[src/rtl/nand_strobe_pkg.sv]
package nand_strobe_pkg;

  localparam int CNT_W   = 5;
  localparam int TIM_W   = 26;
  localparam int WRL_LSB = 0;
  localparam int WRH_LSB = 4;
  localparam int RDL_LSB = 8;
  localparam int RDH_LSB = 12;
  localparam int TA_LSB  = 16;
  localparam int BSY_LSB = 19;
  localparam int CEA_LSB = 24;
  localparam int NIB_W   = 4;
  localparam int TA_W    = 3;
  localparam int BSY_W   = 5;
  localparam int CEA_W   = 2;

  typedef enum logic [3:0] {
    ST_IDLE, ST_CEA, ST_WLOW, ST_WHIGH, ST_RLOW, ST_RHIGH, ST_TA, ST_BDLY, ST_BWAIT
  } stateT;

  typedef enum logic [2:0] {
    FLD_WLOW, FLD_WHIGH, FLD_RLOW, FLD_RHIGH, FLD_TA, FLD_BUSY, FLD_CEA
  } fieldSelT;

  typedef struct packed {
    logic     loadCnt;
    fieldSelT fieldSel;
    logic     latchByte;
    logic     captureRd;
  } ctrlStrobeT;

endpackage

[src/rtl/nand_strobe_dp.sv]
module nand_strobe_dp
  import nand_strobe_pkg::*;
#(
  parameter int          DQ_W      = 8,
  parameter int          REG_W     = 32,
  parameter logic [31:0] LOCK_KEY  = 32'h0000_A25E,
  parameter logic [7:0]  PROG_CMD  = 8'h10,
  parameter logic [7:0]  ERASE_CMD = 8'hD0
) (
  input  logic             clk,
  input  logic             rstN,
  input  logic             regWe,
  input  logic [1:0]       regAddr,
  input  logic [REG_W-1:0] regWrData,
  input  logic [DQ_W-1:0]  byteData,
  input  logic [DQ_W-1:0]  dqIn,
  input  ctrlStrobeT       ctrl,
  output logic             cntZero,
  output logic             busyCmd,
  output logic [DQ_W-1:0]  latchedByte,
  output logic [DQ_W-1:0]  rdData,
  output logic             rdValid,
  output logic             cfgLargePage,
  output logic             cfgAddr4,
  output logic             ceOnDemand,
  output logic [TIM_W-1:0] timingCfg
);

  localparam logic [1:0] ADDR_LOCK = 2'd0;
  localparam logic [1:0] ADDR_ICR  = 2'd1;
  localparam logic [1:0] ADDR_CE   = 2'd2;
  localparam logic [1:0] ADDR_TIM  = 2'd3;

  logic             unlocked;
  logic [CNT_W-1:0] cnt;
  logic [CNT_W-1:0] fieldVal;

  always_ff @(posedge clk or negedge rstN) begin
    if (!rstN) begin
      unlocked     <= 1'b0;
      cfgLargePage <= 1'b0;
      cfgAddr4     <= 1'b0;
      ceOnDemand   <= 1'b0;
      timingCfg    <= '1;
    end else if (regWe) begin
      if (regAddr == ADDR_LOCK) begin
        unlocked <= (regWrData == REG_W'(LOCK_KEY));
      end else begin
        unlocked <= 1'b0;
        if (unlocked) begin
          case (regAddr)
            ADDR_ICR: begin
              cfgLargePage <= regWrData[2];
              cfgAddr4     <= regWrData[1];
            end
            ADDR_CE:  ceOnDemand <= regWrData[0];
            ADDR_TIM: timingCfg  <= regWrData[TIM_W-1:0];
            default: ;
          endcase
        end
      end
    end
  end

  always_comb begin
    case (ctrl.fieldSel)
      FLD_WLOW:  fieldVal = CNT_W'(timingCfg[WRL_LSB +: NIB_W]);
      FLD_WHIGH: fieldVal = CNT_W'(timingCfg[WRH_LSB +: NIB_W]);
      FLD_RLOW:  fieldVal = CNT_W'(timingCfg[RDL_LSB +: NIB_W]);
      FLD_RHIGH: fieldVal = CNT_W'(timingCfg[RDH_LSB +: NIB_W]);
      FLD_TA:    fieldVal = CNT_W'(timingCfg[TA_LSB +: TA_W]);
      FLD_BUSY:  fieldVal = CNT_W'(timingCfg[BSY_LSB +: BSY_W]);
      FLD_CEA:   fieldVal = CNT_W'(timingCfg[CEA_LSB +: CEA_W]);
      default:   fieldVal = '0;
    endcase
  end

  always_ff @(posedge clk or negedge rstN) begin
    if (!rstN) begin
      cnt         <= '0;
      latchedByte <= '0;
      rdData      <= '0;
      rdValid     <= 1'b0;
    end else begin
      if (ctrl.loadCnt)   cnt <= fieldVal;
      else if (cnt != '0) cnt <= cnt - 1'b1;
      if (ctrl.latchByte) latchedByte <= byteData;
      if (ctrl.captureRd) rdData <= dqIn;
      rdValid <= ctrl.captureRd;
    end
  end

  assign cntZero = (cnt == '0);
  assign busyCmd = (latchedByte == DQ_W'(PROG_CMD)) || (latchedByte == DQ_W'(ERASE_CMD));

endmodule

[src/rtl/nand_strobe_ctl.sv]
module nand_strobe_ctl
  import nand_strobe_pkg::*;
(
  input  logic       clk,
  input  logic       rstN,
  input  logic       byteReq,
  input  logic       byteIsAddr,
  input  logic       rdReq,
  input  logic       rbN,
  input  logic       cntZero,
  input  logic       busyCmd,
  input  logic       ceOnDemand,
  output ctrlStrobeT ctrl,
  output logic       nandCle,
  output logic       nandAle,
  output logic       nandWeN,
  output logic       nandReN,
  output logic       nandCeN,
  output logic       nandDqOe,
  output logic       ready
);

  stateT state, nxt;
  logic  isAddr, opRead;

  always_comb begin
    nxt            = state;
    ctrl.loadCnt   = 1'b0;
    ctrl.fieldSel  = FLD_WLOW;
    ctrl.latchByte = 1'b0;
    ctrl.captureRd = 1'b0;
    case (state)
      ST_IDLE: begin
        if (byteReq) begin
          ctrl.latchByte = 1'b1;
          ctrl.loadCnt   = 1'b1;
          if (ceOnDemand) begin nxt = ST_CEA;  ctrl.fieldSel = FLD_CEA;  end
          else            begin nxt = ST_WLOW; ctrl.fieldSel = FLD_WLOW; end
        end else if (rdReq) begin
          ctrl.loadCnt = 1'b1;
          if (ceOnDemand) begin nxt = ST_CEA;  ctrl.fieldSel = FLD_CEA;  end
          else            begin nxt = ST_RLOW; ctrl.fieldSel = FLD_RLOW; end
        end
      end
      ST_CEA: if (cntZero) begin
        ctrl.loadCnt = 1'b1;
        if (opRead) begin nxt = ST_RLOW; ctrl.fieldSel = FLD_RLOW; end
        else        begin nxt = ST_WLOW; ctrl.fieldSel = FLD_WLOW; end
      end
      ST_WLOW: if (cntZero) begin
        nxt = ST_WHIGH; ctrl.loadCnt = 1'b1; ctrl.fieldSel = FLD_WHIGH;
      end
      ST_WHIGH: if (cntZero) begin
        if (!isAddr && busyCmd) begin
          nxt = ST_BDLY; ctrl.loadCnt = 1'b1; ctrl.fieldSel = FLD_BUSY;
        end else begin
          nxt = ST_IDLE;
        end
      end
      ST_RLOW: if (cntZero) begin
        nxt = ST_RHIGH; ctrl.loadCnt = 1'b1; ctrl.fieldSel = FLD_RHIGH;
        ctrl.captureRd = 1'b1;
      end
      ST_RHIGH: if (cntZero) begin
        nxt = ST_TA; ctrl.loadCnt = 1'b1; ctrl.fieldSel = FLD_TA;
      end
      ST_TA:    if (cntZero) nxt = ST_IDLE;
      ST_BDLY:  if (cntZero) nxt = rbN ? ST_IDLE : ST_BWAIT;
      ST_BWAIT: if (rbN) nxt = ST_IDLE;
      default:  nxt = ST_IDLE;
    endcase
  end

  always_ff @(posedge clk or negedge rstN) begin
    if (!rstN) begin
      state  <= ST_IDLE;
      isAddr <= 1'b0;
      opRead <= 1'b0;
    end else begin
      state <= nxt;
      if (state == ST_IDLE && (byteReq || rdReq)) begin
        opRead <= !byteReq;
        isAddr <= byteIsAddr;
      end
    end
  end

  logic wrPhase, inCycle;
  assign wrPhase  = (state == ST_WLOW) || (state == ST_WHIGH);
  assign inCycle  = wrPhase || (state == ST_CEA) || (state == ST_RLOW) || (state == ST_RHIGH);
  assign nandWeN  = (state != ST_WLOW);
  assign nandReN  = (state != ST_RLOW);
  assign nandCle  = wrPhase && !isAddr;
  assign nandAle  = wrPhase && isAddr;
  assign nandDqOe = wrPhase;
  assign nandCeN  = ceOnDemand && !inCycle;
  assign ready    = (state == ST_IDLE);

endmodule

[src/rtl/nand_strobe_gen.sv]
module nand_strobe_gen
  import nand_strobe_pkg::*;
#(
  parameter int          DQ_W     = 8,
  parameter int          REG_W    = 32,
  parameter logic [31:0] LOCK_KEY = 32'h0000_A25E
) (
  input  logic             clk,
  input  logic             rstN,
  input  logic             regWe,
  input  logic [1:0]       regAddr,
  input  logic [REG_W-1:0] regWrData,
  input  logic             byteReq,
  input  logic             byteIsAddr,
  input  logic [DQ_W-1:0]  byteData,
  input  logic             rdReq,
  input  logic             rbN,
  input  logic [DQ_W-1:0]  dqIn,
  output logic             nandCle,
  output logic             nandAle,
  output logic             nandWeN,
  output logic             nandReN,
  output logic             nandCeN,
  output logic [DQ_W-1:0]  nandDqOut,
  output logic             nandDqOe,
  output logic [DQ_W-1:0]  rdData,
  output logic             rdValid,
  output logic             ready,
  output logic             cfgLargePage,
  output logic             cfgAddr4,
  output logic             ceOnDemand,
  output logic [TIM_W-1:0] timingCfg
);

  ctrlStrobeT ctrl;
  logic       cntZero, busyCmd;

  nand_strobe_dp #(.DQ_W(DQ_W), .REG_W(REG_W), .LOCK_KEY(LOCK_KEY)) u_dp (
    .clk, .rstN, .regWe, .regAddr, .regWrData, .byteData, .dqIn, .ctrl,
    .cntZero, .busyCmd, .latchedByte(nandDqOut), .rdData, .rdValid,
    .cfgLargePage, .cfgAddr4, .ceOnDemand, .timingCfg
  );

  nand_strobe_ctl u_ctl (
    .clk, .rstN, .byteReq, .byteIsAddr, .rdReq, .rbN, .cntZero, .busyCmd,
    .ceOnDemand, .ctrl, .nandCle, .nandAle, .nandWeN, .nandReN, .nandCeN,
    .nandDqOe, .ready
  );

endmodule

[config.mk]
export PLATFORM = sky130hd
export DESIGN_NAME = nand_strobe_gen
export DESIGN_NICKNAME = d
export VERILOG_FILES = /design/src/rtl/nand_strobe_pkg.sv /design/src/rtl/nand_strobe_dp.sv /design/src/rtl/nand_strobe_ctl.sv /design/src/rtl/nand_strobe_gen.sv
export SDC_FILE = /design/constraint.sdc
export NUM_CORES = 1
export LEC_CHECK = 0
export BUFFER_PORTS_ARGS = -buffer_cell sky130_fd_sc_hd__buf_2
export CAP_MARGIN = 10
export CELL_PAD_IN_SITES_DETAIL_PLACEMENT = 1
export CELL_PAD_IN_SITES_GLOBAL_PLACEMENT = 1
export CORE_UTILIZATION = 34
export CTS_CLUSTER_SIZE = 12
export DETAILED_ROUTE_END_ITERATION = 6
export GPL_ROUTABILITY_DRIVEN = 0
export GPL_TIMING_DRIVEN = 0
export HOLD_SLACK_MARGIN = 0.03
export PLACE_DENSITY_LB_ADDON = 0.1
export SKIP_LAST_GASP = 1
export SYNTH_ARGS = -nofsm -noshare
export SYNTH_HDL_FRONTEND = slang
export SYNTH_SLANG_ARGS = --single-unit
[constraint.sdc]
create_clock -name clk -period 2 [get_ports clk]
set_input_delay 0.2 -clock clk [delete_from_list [all_inputs] [get_ports clk]]
set_output_delay 0.2 -clock clk [all_outputs]
set_load 0.01 [all_outputs]
**Yosys cells after proc, flatten, opt, wreduce, memory -nomap -nowiden**

Cells that the tools add are included.

- Bits in registers: 58
- Output and inout bits: 53

- Bitwise gates (word level): 1
- Muxes and demuxes: 36
- $add $sub $neg: 1
- Reductions and logical operators: 24
- Eq/ne operators: 31

Operators by type and width:

| kind | number |
|---|---|
| 2-to-1 mux 4 bit | 19 |
| one-hot mux 4 bit (9 select lines) | 1 |
| one-hot mux 5 bit (7 select lines) | 1 |
| == test 32 x 16 -> 1 bit (second input constant) | 1 |
| one-hot mux 4 bit (6 select lines) | 1 |
| == test 4 x 3 -> 1 bit (second input constant) | 4 |
| inequality test 2 bit (second input constant) | 8 |
| 2-to-1 mux 3 bit | 5 |
| AND reduction 4 bit | 3 |
| 2-to-1 mux 5 bit | 2 |
| == test 3 bit (second input constant) | 3 |
| AND reduction 9 bit | 1 |
| == test 4 x 2 -> 1 bit (second input constant) | 2 |
| == test 8 x 5 -> 1 bit (second input constant) | 1 |
| == test 8 bit (second input constant) | 1 |
| == test 3 x 2 -> 1 bit (second input constant) | 2 |
| logical OR 1 bit | 6 |
| logical AND 1 bit | 5 |
| logical NOT 5 bit | 1 |
| 2-to-1 mux 1 bit | 5 |
| nonzero test 5 bit | 1 |
| subtractor 5 x 1 -> 5 bit (second input constant) | 1 |
| == test 2 bit (second input constant) | 2 |
| == test 4 x 1 -> 1 bit (second input constant) | 1 |
| 13 further kinds | 16 |

**Logic depth before layout (Yosys ltp)**

Gate-level depths: netlist of the first run.

- Word-level depth: 9
- Gate-level depth with buffers: 9

**Modules after synthesis**

From an unflattened synthesis of the first run, not the netlist that was laid out.

- Cells, all modules: 251
- Area total of the unflattened synthesis: 2969.1 um2

Modules (own cells, without submodules):

| module | instances | area each (um2) | cells an instance | sequential area each (um2) |
|---|---|---|---|---|
| nand_strobe_dp | 1 | 2399.8 | 179 | 1333.8 |
| nand_strobe_ctl | 1 | 569.3 | 72 | 150.1 |

**Least setup slack after synthesis of the first run**

Ideal clock, no wire load.

- Kind: reg2reg
- Start point: register u_dp.cnt[0]
- End point: register u_dp.cnt[1]
- Slack: 0.109 ns
- Setup time: 0.137 ns
- Period minus slack after synthesis: 1.891 ns
- Data required time: 1.863 ns
- Cell stages (with the launch flop): 10
- Buffers on the path: 1
- Data arrival time: 1.754 ns
- Path through: dfrtp_1 -> inv_1 -> ha_1 -> or4b_4 -> buf_6 -> nor2_4 -> and3_1 -> a211o_1 -> a221oi_1 -> o211ai_2

- Cells in the longest elaborated chain, start to end: 6
- Elaborated cells between the ends (all ways): 20
- Classes of those cells: add/sub (1); eq/ne (6); mux (9); reduce/logical (4)

Ends and longest elaborated chain:

| element | RTL line | text |
|---|---|---|
| from (decl) | nand_strobe_dp.sv:35 | `logic [CNT_W-1:0] cnt;` |
| from (signal assigned) | nand_strobe_dp.sv:85 | `if (ctrl.loadCnt) cnt <= fieldVal;` |
| from (signal assigned) | nand_strobe_dp.sv:86 | `else if (cnt != '0) cnt <= cnt - 1'b1;` |
| logical NOT 5 bit | nand_strobe_dp.sv:93 | `assign cntZero = (cnt == '0);` |
| 2-to-1 mux 4 bit, on equally long branches | - |  |
| one-hot mux 4 bit (6 select lines) | nand_strobe_ctl.sv:32 | `case (state)` |
| == test 3 bit (tied with other cells) | nand_strobe_dp.sv:66 | `case (ctrl.fieldSel)` |
| one-hot mux 5 bit (7 select lines) | nand_strobe_dp.sv:66 |  |
| 2-to-1 mux 5 bit | nand_strobe_dp.sv:85 |  |

Parallel ways exist; a longest one is shown, timed or not. The select of a mux whose other input is x is not followed.
A chain may end at the register's enable or synchronous reset.

**Worst setup path after layout of the first run**

Same ends and word-level chain as after synthesis.

==> results of run 1 <==
-- logic make-up (layout without fill, tap and decap cells) --
| group | after synthesis | in the layout | share of synthesized area [%] |
|---|---|---|---|
| xor gates and xnor gates | 3 | 3 | 0.8726 |
| muxes | 38 | 38 | 14.21 |
| buffers and inverters | 20 | 154 | 3.988 |
| adders and majority gates | 2 | 2 | 0.8308 |
| and+or+nand+nor | 98 | 98 | 19.40 |
| DFF | 58 | 58 | 49.27 |
| AOI/OAI and AO/OA | 46 | 46 | 11.43 |
-- critical path: cells and delay by family, from the launching register on --
kind | cells | cell delay, ns
buffers and inverters | 1 | 0.10
flip-flops | 1 | 0.39
AO/OA/AOI/OAI | 3 | 0.26
AND/OR/NAND/NOR | 3 | 0.94
adder cells (fa/ha/maj) | 1 | 0.14
-- Yosys cell counts (4+ instances only) --
master,count
mux2_2,38
nand2_1,33
dfrtp_1,32
dfstp_2,26
nor2_1,15
a21oi_1,11
inv_1,7
o21ai_1,6
buf_6,5
clkbuf_1,5
nor3_1,5
nor4_1,5
a221oi_1,4
a22oi_1,4
and3_1,4
nand3_1,4
-- registers in the layout (all words and copies together), names as in the netlist --
register	flops
u_dp.ceOnDemand	1
u_ctl.state	4
u_dp.rdValid	1
u_ctl.isAddr	1
u_dp.timingCfg	26
u_dp.latchedByte	8
u_dp.cnt	5
u_dp.cfgAddr4	1
u_dp.unlocked	1
u_dp.rdData	8
u_dp.cfgLargePage	1
u_ctl.opRead	1
-- where the power goes --
part | switching [mW] | internal (mW)
Combinational | 1.20 | 1.00
Sequential | 0.257 | 1.49
Clock | 0.478 | 0.770
Total | 1.93 | 3.26
-- cell usage in the layout (no fill, tap or decap), types with 4 or more instances in the layout --
| cell | count |
|---|---|
| dfrtp_1 | 32 |
| buf_6 | 4 |
| dfstp_2 | 26 |
| buf_4 | 9 |
| nor3_1 | 5 |
| nor2_1 | 14 |
| nand2_1 | 33 |
| inv_1 | 6 |
| a21oi_1 | 11 |
| a22oi_1 | 4 |
| clkbuf_8 | 11 |
| o21ai_1 | 6 |
| buf_2 | 108 |
| nand3_1 | 4 |
| nor4_1 | 5 |
| mux2_2 | 38 |
| clkbuf_1 | 5 |
-- metal layers --
| layer | global-route usage [%] | vias to the layer above | wire length, um |
|---|---|---|---|
| met5 | 0 | - | 0 |
| met4 | 5.597 | 0 | 94 |
| met3 | 5.134 | 10 | 342 |
| met2 | 32.74 | 58 | 4371 |
| met1 | 26.74 | 1275 | 3952 |
| li1 | - | 1228 | - |
-- final cells by class --
class	count	area (sq um)	share of cell area (%)
inverter	8	35.03	0.8629
timing repair inverter	1	5.005	0.1233
clock inverter	4	73.82	1.818
clock buffer	12	155.1	3.821
sequential	58	1484	36.55
buffer	11	80.08	1.972
tap	105	131.4	3.236
multi-input combinational	187	1463	36.02
timing repair buffer	118	633.1	15.59
-- repair_timing --
| item | CTS | global route |
|---|---|---|
| resized for setup | 7 | 9 |
| buffers inserted | 3 | 4 |
| cloned | 0 | 1 |
| pin swaps | 2 | 4 |
| endpoints found under the hold margin | 19 | 0 |
| hold buffers | 2 | 0 |
| endpoints found under the setup margin | 12 | 15 |
-- through the flow --
| stage | hold slack, ns | power [mW] |
|---|---|---|
| final | 0.05451 | 5.192 |
| after global routing | 0.03644 | 5.520 |
| after CTS | 0.04092 | 5.130 |
| after detailed placement | 0.1822 | 3.772 |
| after global placement | 0.3531 | 3.722 |
| after floorplan | -0.09559 | 3.093 |
-- how the worst min path moves through the flow --
| stage | startpoint | endpoint | cells past startpoint |
|---|---|---|---|
| 6_report | dqIn[1] | u_dp.rdData[1] | 3 |
| 5_1_grt | dqIn[0] | u_dp.rdData[0] | 3 |
| 3_3_place_gp | rbN | u_ctl.state[3] | 2 |
| 4_1_cts | dqIn[0] | u_dp.rdData[0] | 3 |
| 3_5_place_dp | rstN | u_dp.rdData[0] | 1 |
| 2_1_floorplan | rstN | u_ctl.isAddr | 0 |
==> out/qor.txt, run 1 <==
Status -> complete, no violations
Ys async rst share -> 100.0%
CP required -> 2.26 ns
Syn_nets -> 324
Critical Path AT -> 2.17 ns
Clock Latency Late Sink -> 0.33 ns
#FFs+latches synth -> 58
Yosys top cell area share -> 26.59%
Setup crit end kind -> register
Dpl ws -> -0.1304 ns
Number of global-route vias before repair -> 2621
Final Skew -> 0.007503 ns
Placed Area -> 0.003704 sq mm
Period utilization -> 95.50%
Fraction of layout cells with a size suffix above 1 -> 56.89%
WS Path Type -> register to register
CP endpoint -> u_dp.cnt[1]
FMAX -> 523.6 MHz
DRC errors left -> 0
Synthesis Warnings -> 0
Clk sink count -> 58
Finished Layout Cells -> 504
Die height -> 96.12 um
Slew Viols, Final -> 0
Total number of vias -> 2571
RSZ-0062 raised after global routing -> true
Worst setup SP type -> register
Cts bufs inserted -> 9
Die area -> 0.009238 sq mm
Core area -> 0.008382 sq mm
First-pass GRT wire length -> 13740 um
Initial core utilization -> 35.93%
Row count -> 33
CTS root buf -> clkbuf_8
Hold Path Class -> primary input to register
Cells after DPL -> 479
H-tree level count -> 3
Peak supply drop -> 0.5546 mV
Yosys cell types -> 54
Fillers -> 968
R2R Setup Slk -> 0.09 ns
Hold Vio Cnt, Final -> 0
Net count, final -> 453
Tmin final -> 1.910 ns
Initial DRC count -> 74
Critical-path top delay cell -> or4b_4
Setup violators final -> 0
Drt first pass iters -> 4
Synth area leaders -> dfrtp_1 (27%), dfstp_2 (23%), mux2_2 (14%)
Antenna diode count -> 0
Critical path cell sequence -> inv_2, ha_4, or4b_4, nor2_4, and3_4, a211o_1, a221oi_2, o211ai_2
Initial antenna violation count -> 0
Post-synth EDFFs -> 0
Synthesized area -> 0.003012 sq mm
Vias per inst -> 5.101
R2R Path Start -> u_dp.cnt[0]
Lkg Pwr -> 1.928 nW
Normalized max-slew margin -> 62.40%
TritonCTS clock tree -> done
Gr ovfl total -> 0
Cell Pwr Density -> 1279 mW/mm^2
Mean area per synthesized cell -> 11.36 sq um
ANT nets after route -> 0
I/O Pins -> 110
Synth Instances -> 265
Finished Cell Area -> 0.004060 sq mm
Reg2Reg Capture Point -> u_dp.cnt[1]
Final Util -> 48.44%
Main flop type after synthesis -> dfrtp_1
Area leader, netlist -> dfrtp_1
Crit path max fanout -> 5
Clock Tree Buf Depth -> 2
Crit. Startpoint -> u_dp.cnt[0]
Detailed Place HPWL -> 6706 um
Reg2Reg Depth -> 8
TNS Setup -> 0 ns
Clock transition at path regs -> 0.07 ns
Layout area overhead -> 34.82%
Seq/Total Area, Yosys -> 49.27%
DR WL/cell -> 17.38 um
Routed wire length -> 8760 um
Final worst slack -> 0.08998 ns
Die Wd -> 96.12 um
Max stage delay on crit path -> 0.53 ns
Actual slew at the worst max-slew pin -> 0.5640 ns
Gr usage total -> 20.23%
IO buf count -> 108
Largest net degree at the start of global routing -> 41
Max Cap Viol -> 0
(Power assumes the default switching activity.)
==> run 2, diff against run 1 <==
clock period = 1.7 ns   (was 2 ns; I/O delays follow)
==> out/qor.txt, run 2 (same netlist as run 1, synthesis figures left out) <==
Fillers -> 951
ANT nets after route -> 0
Clock Latency Late Sink -> 0.34 ns
GRT met3 Usage -> 4.976%
RSZ-0062 raised after global routing -> true
TNS Setup -> -1.919 ns
Sw Pwr -> 2.514 mW
Initial antenna violation count -> 0
Dpl ws -> -0.2784 ns
Tmin final -> 1.890 ns
Layout area overhead -> 45.37%
Critical Path AT -> 2.15 ns
WS Path Type -> register to register
Max Cap Viol -> 0
Switching Share -> 38.47%
Initial core utilization -> 35.93%
DRC errors left -> 0
CTS root buf -> clkbuf_8
Worst setup SP type -> register
Combinational share of power -> 48.6%
Die Wd -> 96.12 um
IO buf count -> 108
Clock transition at path regs -> 0.07 ns
Actual slew at the worst max-slew pin -> 0.6924 ns
Gr ovfl total -> 0
Lkg Pwr -> 2.068 nW
Setup violators final -> 16
Slew Viols, Final -> 0
Antenna diode count -> 0
Clock Tree Buf Depth -> 2
Cell Int Power -> 4.021 mW
TritonCTS clock tree -> done
Met1 Track Usage GR -> 28.07%
Detailed Place HPWL -> 6839 um
Routed wire length -> 9470 um
Finished Layout Cells -> 528
I/O Pins -> 110
Largest net degree at the start of global routing -> 32
Clock share of power -> 19.0%
Peak supply drop -> 0.6752 mV
Biggest register -> u_dp.timingCfg
Hold Path Class -> primary input to register
Vias per inst -> 5.199
Final Util -> 52.23%
Failing checks -> negative setup slack
Final worst slack -> -0.1902 ns
Cell Pwr Density -> 1493 mW/mm^2
Seq pwr share -> 32.3%
Finished Cell Area -> 0.004378 sq mm
Final Skew -> 0.009372 ns
Period utilization -> 111.2%
Setup crit end kind -> register
CP required -> 1.96 ns
Status -> finished with violations
Core area -> 0.008382 sq mm
Drt first pass iters -> 4
Net count, final -> 477
Crit path max fanout -> 4
Initial DRC count -> 57
Gr usage total -> 21.28%
Top Usage Layer GRT -> met2
Cells after DPL -> 479
Hold Vio Cnt, Final -> 0
Normalized max-slew margin -> 53.84%
Largest register FFs -> 26
Largest regs -> u_dp.timingCfg (26), u_dp.latchedByte (8), u_dp.rdData (8)
Total number of vias -> 2745
Number of global-route vias before repair -> 2702
Most frequent cells in the layout -> buf_2 (107), mux2_2 (37), dfrtp_1 (30)
Die area -> 0.009238 sq mm
H-tree level count -> 3
Cts bufs inserted -> 9
Die height -> 96.12 um
Placed Area -> 0.003732 sq mm
Leading cell type in the layout, fill and taps excluded -> buf_2
FMAX -> 529.0 MHz
Clk sink count -> 58
DR WL/cell -> 17.94 um
Fraction of layout cells with a size suffix above 1 -> 63.83%
Row count -> 33
First-pass GRT wire length -> 14380 um
Global routing usage on met2 -> 34.40%
run 2: cell types whose count changed in the layout (fill, tap and decap cells not counted), sizes merged:
cell and change:
buf +18, dlygate4sd3 +6, bufinv -1, nand3 +1
run 2: routing by layer:
layer  vias up  routed length, um
met5         -                  0
met4         0                138
met3        15                316
met2        71               4790
met1      1377               4225
li1       1282                  -
run 2: stage by stage:
stage	total power, mW	hold slack (ns)
3_3_place_gp	4.438	0.3217
5_1_grt	6.915	0.04538
2_1_floorplan	3.694	-0.1256
6_report	6.535	0.04286
4_1_cts	6.293	0.03009
3_5_place_dp	4.533	0.2531
run 2: worst paths after layout:
path | from | end | slack [ns] | cells past startpoint
worst max register to register | u_dp.cnt[1] | u_dp.cnt[1] | -0.19 | 8
max in group asynchronous | rstN | u_dp.timingCfg[24] | 0.63 | 3
min in group asynchronous | rstN | u_dp.rdData[1] | 0.40 | 2
worst max-delay path | u_dp.cnt[1] | u_dp.cnt[1] | -0.19 | 8
worst min register to register | u_dp.rdData[7] | u_dp.rdData[7] | 0.50 | 2
worst min-delay path | dqIn[0] | u_dp.rdData[0] | 0.04 | 3
run 2: power groups by stage:
| stage | clock, mW | combinational, mW | sequential (mW) |
|---|---|---|---|
| 6_report | 1.24 | 3.18 | 2.11 |
| 3_5_place_dp | 0 | 2.44 | 2.09 |
| 2_1_floorplan | 0 | 1.57 | 2.12 |
| 5_1_grt | 1.34 | 3.42 | 2.15 |
| 3_3_place_gp | 0 | 2.37 | 2.07 |
| 4_1_cts | 1.28 | 2.93 | 2.09 |
run 2: worst max-delay path, stage by stage (launching register included):
cell and delay, ns:
dfrtp_1 0.40, inv_2 0.10, ha_4 0.15, or4b_4 0.53
nor2_4 0.17, and3_4 0.21, a211o_1 0.14, a221oi_2 0.04
o211ai_2 0.08
run 2: cell type report:
class                      count  area (sq um)  area share (%)
timing repair buffer         141         852.1           19.46
sequential                    58          1486           33.95
tap                          105         131.4           3.001
inverter                       8         35.03          0.8002
multi-input combinational    188          1569           35.84
clock buffer                  13         148.9           3.401
buffer                        11         108.9           2.486
clock inverter                 3         40.04          0.9145
timing repair inverter         1         6.256          0.1429
run 2: repair_timing:
item	4_1_cts	5_1_grt
hold buffers	7	1
hold endpoints to repair	17	1
gates cloned	2	1
setup endpoints to repair	52	32
buffers inserted	13	11
pin swaps	20	15
gates resized for setup	33	19
==> run 3, diff against run 2 <==
RECOVER_POWER = 50   (was default)
==> out/qor.txt, run 3 (same netlist as run 1, synthesis figures left out) <==
Status -> finished with violations
Failing checks -> negative setup slack
I/O Pins -> 110
Critical Path AT -> 2.15 ns
H-tree level count -> 3
ANT nets after route -> 0
Setup violators final -> 16
Final Skew -> 0.009200 ns
CTS root buf -> clkbuf_8
WS Path Type -> register to register
IO buf count -> 108
Initial core utilization -> 35.93%
Initial DRC count -> 57
Clk sink count -> 58
Setup crit end kind -> register
Clock Latency Late Sink -> 0.34 ns
Footprint of the multi-input gates -> 0.001569 sq mm
Peak supply drop -> 0.6486 mV
Largest net degree at the start of global routing -> 32
Total number of vias -> 2747
Worst Hold Slack -> 0.04309 ns
Tmin final -> 1.891 ns
Actual slew at the worst max-slew pin -> 0.7393 ns
Lkg Pwr -> 2.006 nW
Reg area -> 0.001486 sq mm
CP top delay family -> simple AND/OR/NAND/NOR gates
Final worst slack -> -0.1908 ns
Die Wd -> 96.12 um
Hold Vio Cnt, Final -> 0
Detailed Place HPWL -> 6839 um
Gr ovfl total -> 0
Worst Hold End -> u_dp.rdData[0]
Cell Pwr Density -> 1493 mW/mm^2
DR WL/cell -> 17.94 um
Net count, final -> 477
R2R Setup Slk -> -0.19 ns
Clock Tree Buf Depth -> 2
Max Cap Viol -> 0
R2R Path Start -> u_dp.cnt[1]
Critical-path top delay cell -> or4b_4
Reg2Reg Capture Point -> u_dp.cnt[1]
Die area -> 0.009238 sq mm
Max stage delay on crit path -> 0.53 ns
Biggest register -> u_dp.timingCfg
Layout area overhead -> 44.16%
Cts bufs inserted -> 9
TritonCTS clock tree -> done
Largest regs -> u_dp.timingCfg (26), u_dp.latchedByte (8), u_dp.rdData (8)
RSZ-0062 raised after global routing -> true
Drt first pass iters -> 4
Vias per inst -> 5.203
Routed wire length -> 9471 um
Reg2Reg Depth -> 8
Die height -> 96.12 um
Row count -> 33
Final Util -> 51.80%
TNS Setup -> -1.920 ns
Fraction of layout cells with a size suffix above 1 -> 59.34%
Clock transition at path regs -> 0.07 ns
CP Buf/Inv Count -> 1
Fillers -> 955
Leading cell type in the layout, fill and taps excluded -> buf_2
Critical path cell sequence -> inv_2, ha_4, or4b_4, nor2_4, and3_4, a211o_1, a221oi_2, o211ai_2
CP required -> 1.96 ns
Crit path max fanout -> 4
Core area -> 0.008382 sq mm
Period utilization -> 111.2%
First-pass GRT wire length -> 14380 um
Initial antenna violation count -> 0
Critical hold path startpoint -> dqIn[0]
Antenna diode count -> 0
FMAX -> 528.9 MHz
Normalized max-slew margin -> 50.71%
Worst setup SP type -> register
Slew Viols, Final -> 0
Most frequent cells in the layout -> buf_2 (87), mux2_2 (37), dfrtp_1 (30)
DRC errors left -> 0
Hold Crit Depth -> 3
Number of global-route vias before repair -> 2702
Hold Path Class -> primary input to register
Largest register FFs -> 26
Gr usage total -> 21.28%
Pwr Total -> 6.481 mW
[run 3: changes by cell type in the layout (fill, tap and decap cells not counted)]
cell / change
clkbuf_4: +1
clkbuf_2: +1
buf_2: -20
buf_12: -1
clkbuf_1: +19
[run 3: how the worst max path moves through the flow]
stage	depth (start not counted)	endpoint	start
6_report	8	u_dp.cnt[1]	u_dp.cnt[1]
5_1_grt	7	u_dp.cnt[2]	u_ctl.state[2]
4_1_cts	8	u_dp.cnt[0]	u_dp.cnt[1]
3_5_place_dp	7	u_dp.cnt[2]	u_dp.cnt[0]
3_3_place_gp	8	u_dp.cnt[0]	u_dp.cnt[0]
2_1_floorplan	8	u_dp.cnt[0]	u_dp.cnt[1]
[run 3: area by class of cell]
cell class / count / area share (%)
multi-input cells: 188 / 36.14
flip-flops and latches: 58 / 34.24
repair buffers: 141 / 18.79
clock buffers: 13 / 3.429
well taps: 105 / 3.026
plain buffers: 11 / 2.507
clock inverters: 3 / 0.9222
inverters: 8 / 0.8069
repair inverters: 1 / 0.1441
[run 3: repair_timing]
action,4_1_cts,5_1_grt
hold endpoints to repair,17,1
pin swaps,20,15
gates cloned,2,1
gates resized for setup,33,19
endpoints found under the setup margin,52,32
buffers inserted,13,11
hold buffers,7,1
[run 3: metrics by stage]
step / cells / setup WS, ns / instance area, sq um
2_1_floorplan: 265 / -0.1117 / 3040
3_3_place_gp: 478 / -0.2352 / 3712
3_5_place_dp: 479 / -0.2784 / 3732
4_1_cts: 516 / -0.1797 / 4219
5_1_grt: 528 / -0.2779 / 4342
6_report: 528 / -0.1908 / 4342
[run 3: routing by layer]
| metal | up-vias | global-route usage (%) | share of wire, % |
|---|---|---|---|
| li1 | 1282 | - | - |
| met1 | 1379 | 28.07 | 45 |
| met3 | 15 | 4.976 | 3.4 |
| met2 | 71 | 34.40 | 51 |
| met5 | - | 0 | 0 |
| met4 | 0 | 6.841 | 1.5 |
[run 3: tightest hold or removal path, delay by kind of cell]
family,cells,cell delay (ns)
buffers and inverters,1,0.08
AND/OR/NAND/NOR,2,0.11
[run 3: power by group]
part | total (mW) | switching, mW | leakage [nW] | internal [mW]
Sequential | 2.12 | 0.361 | 0.659 | 1.76
Combinational | 3.12 | 1.63 | 1.25 | 1.49
Clock | 1.24 | 0.531 | 0.0974 | 0.714
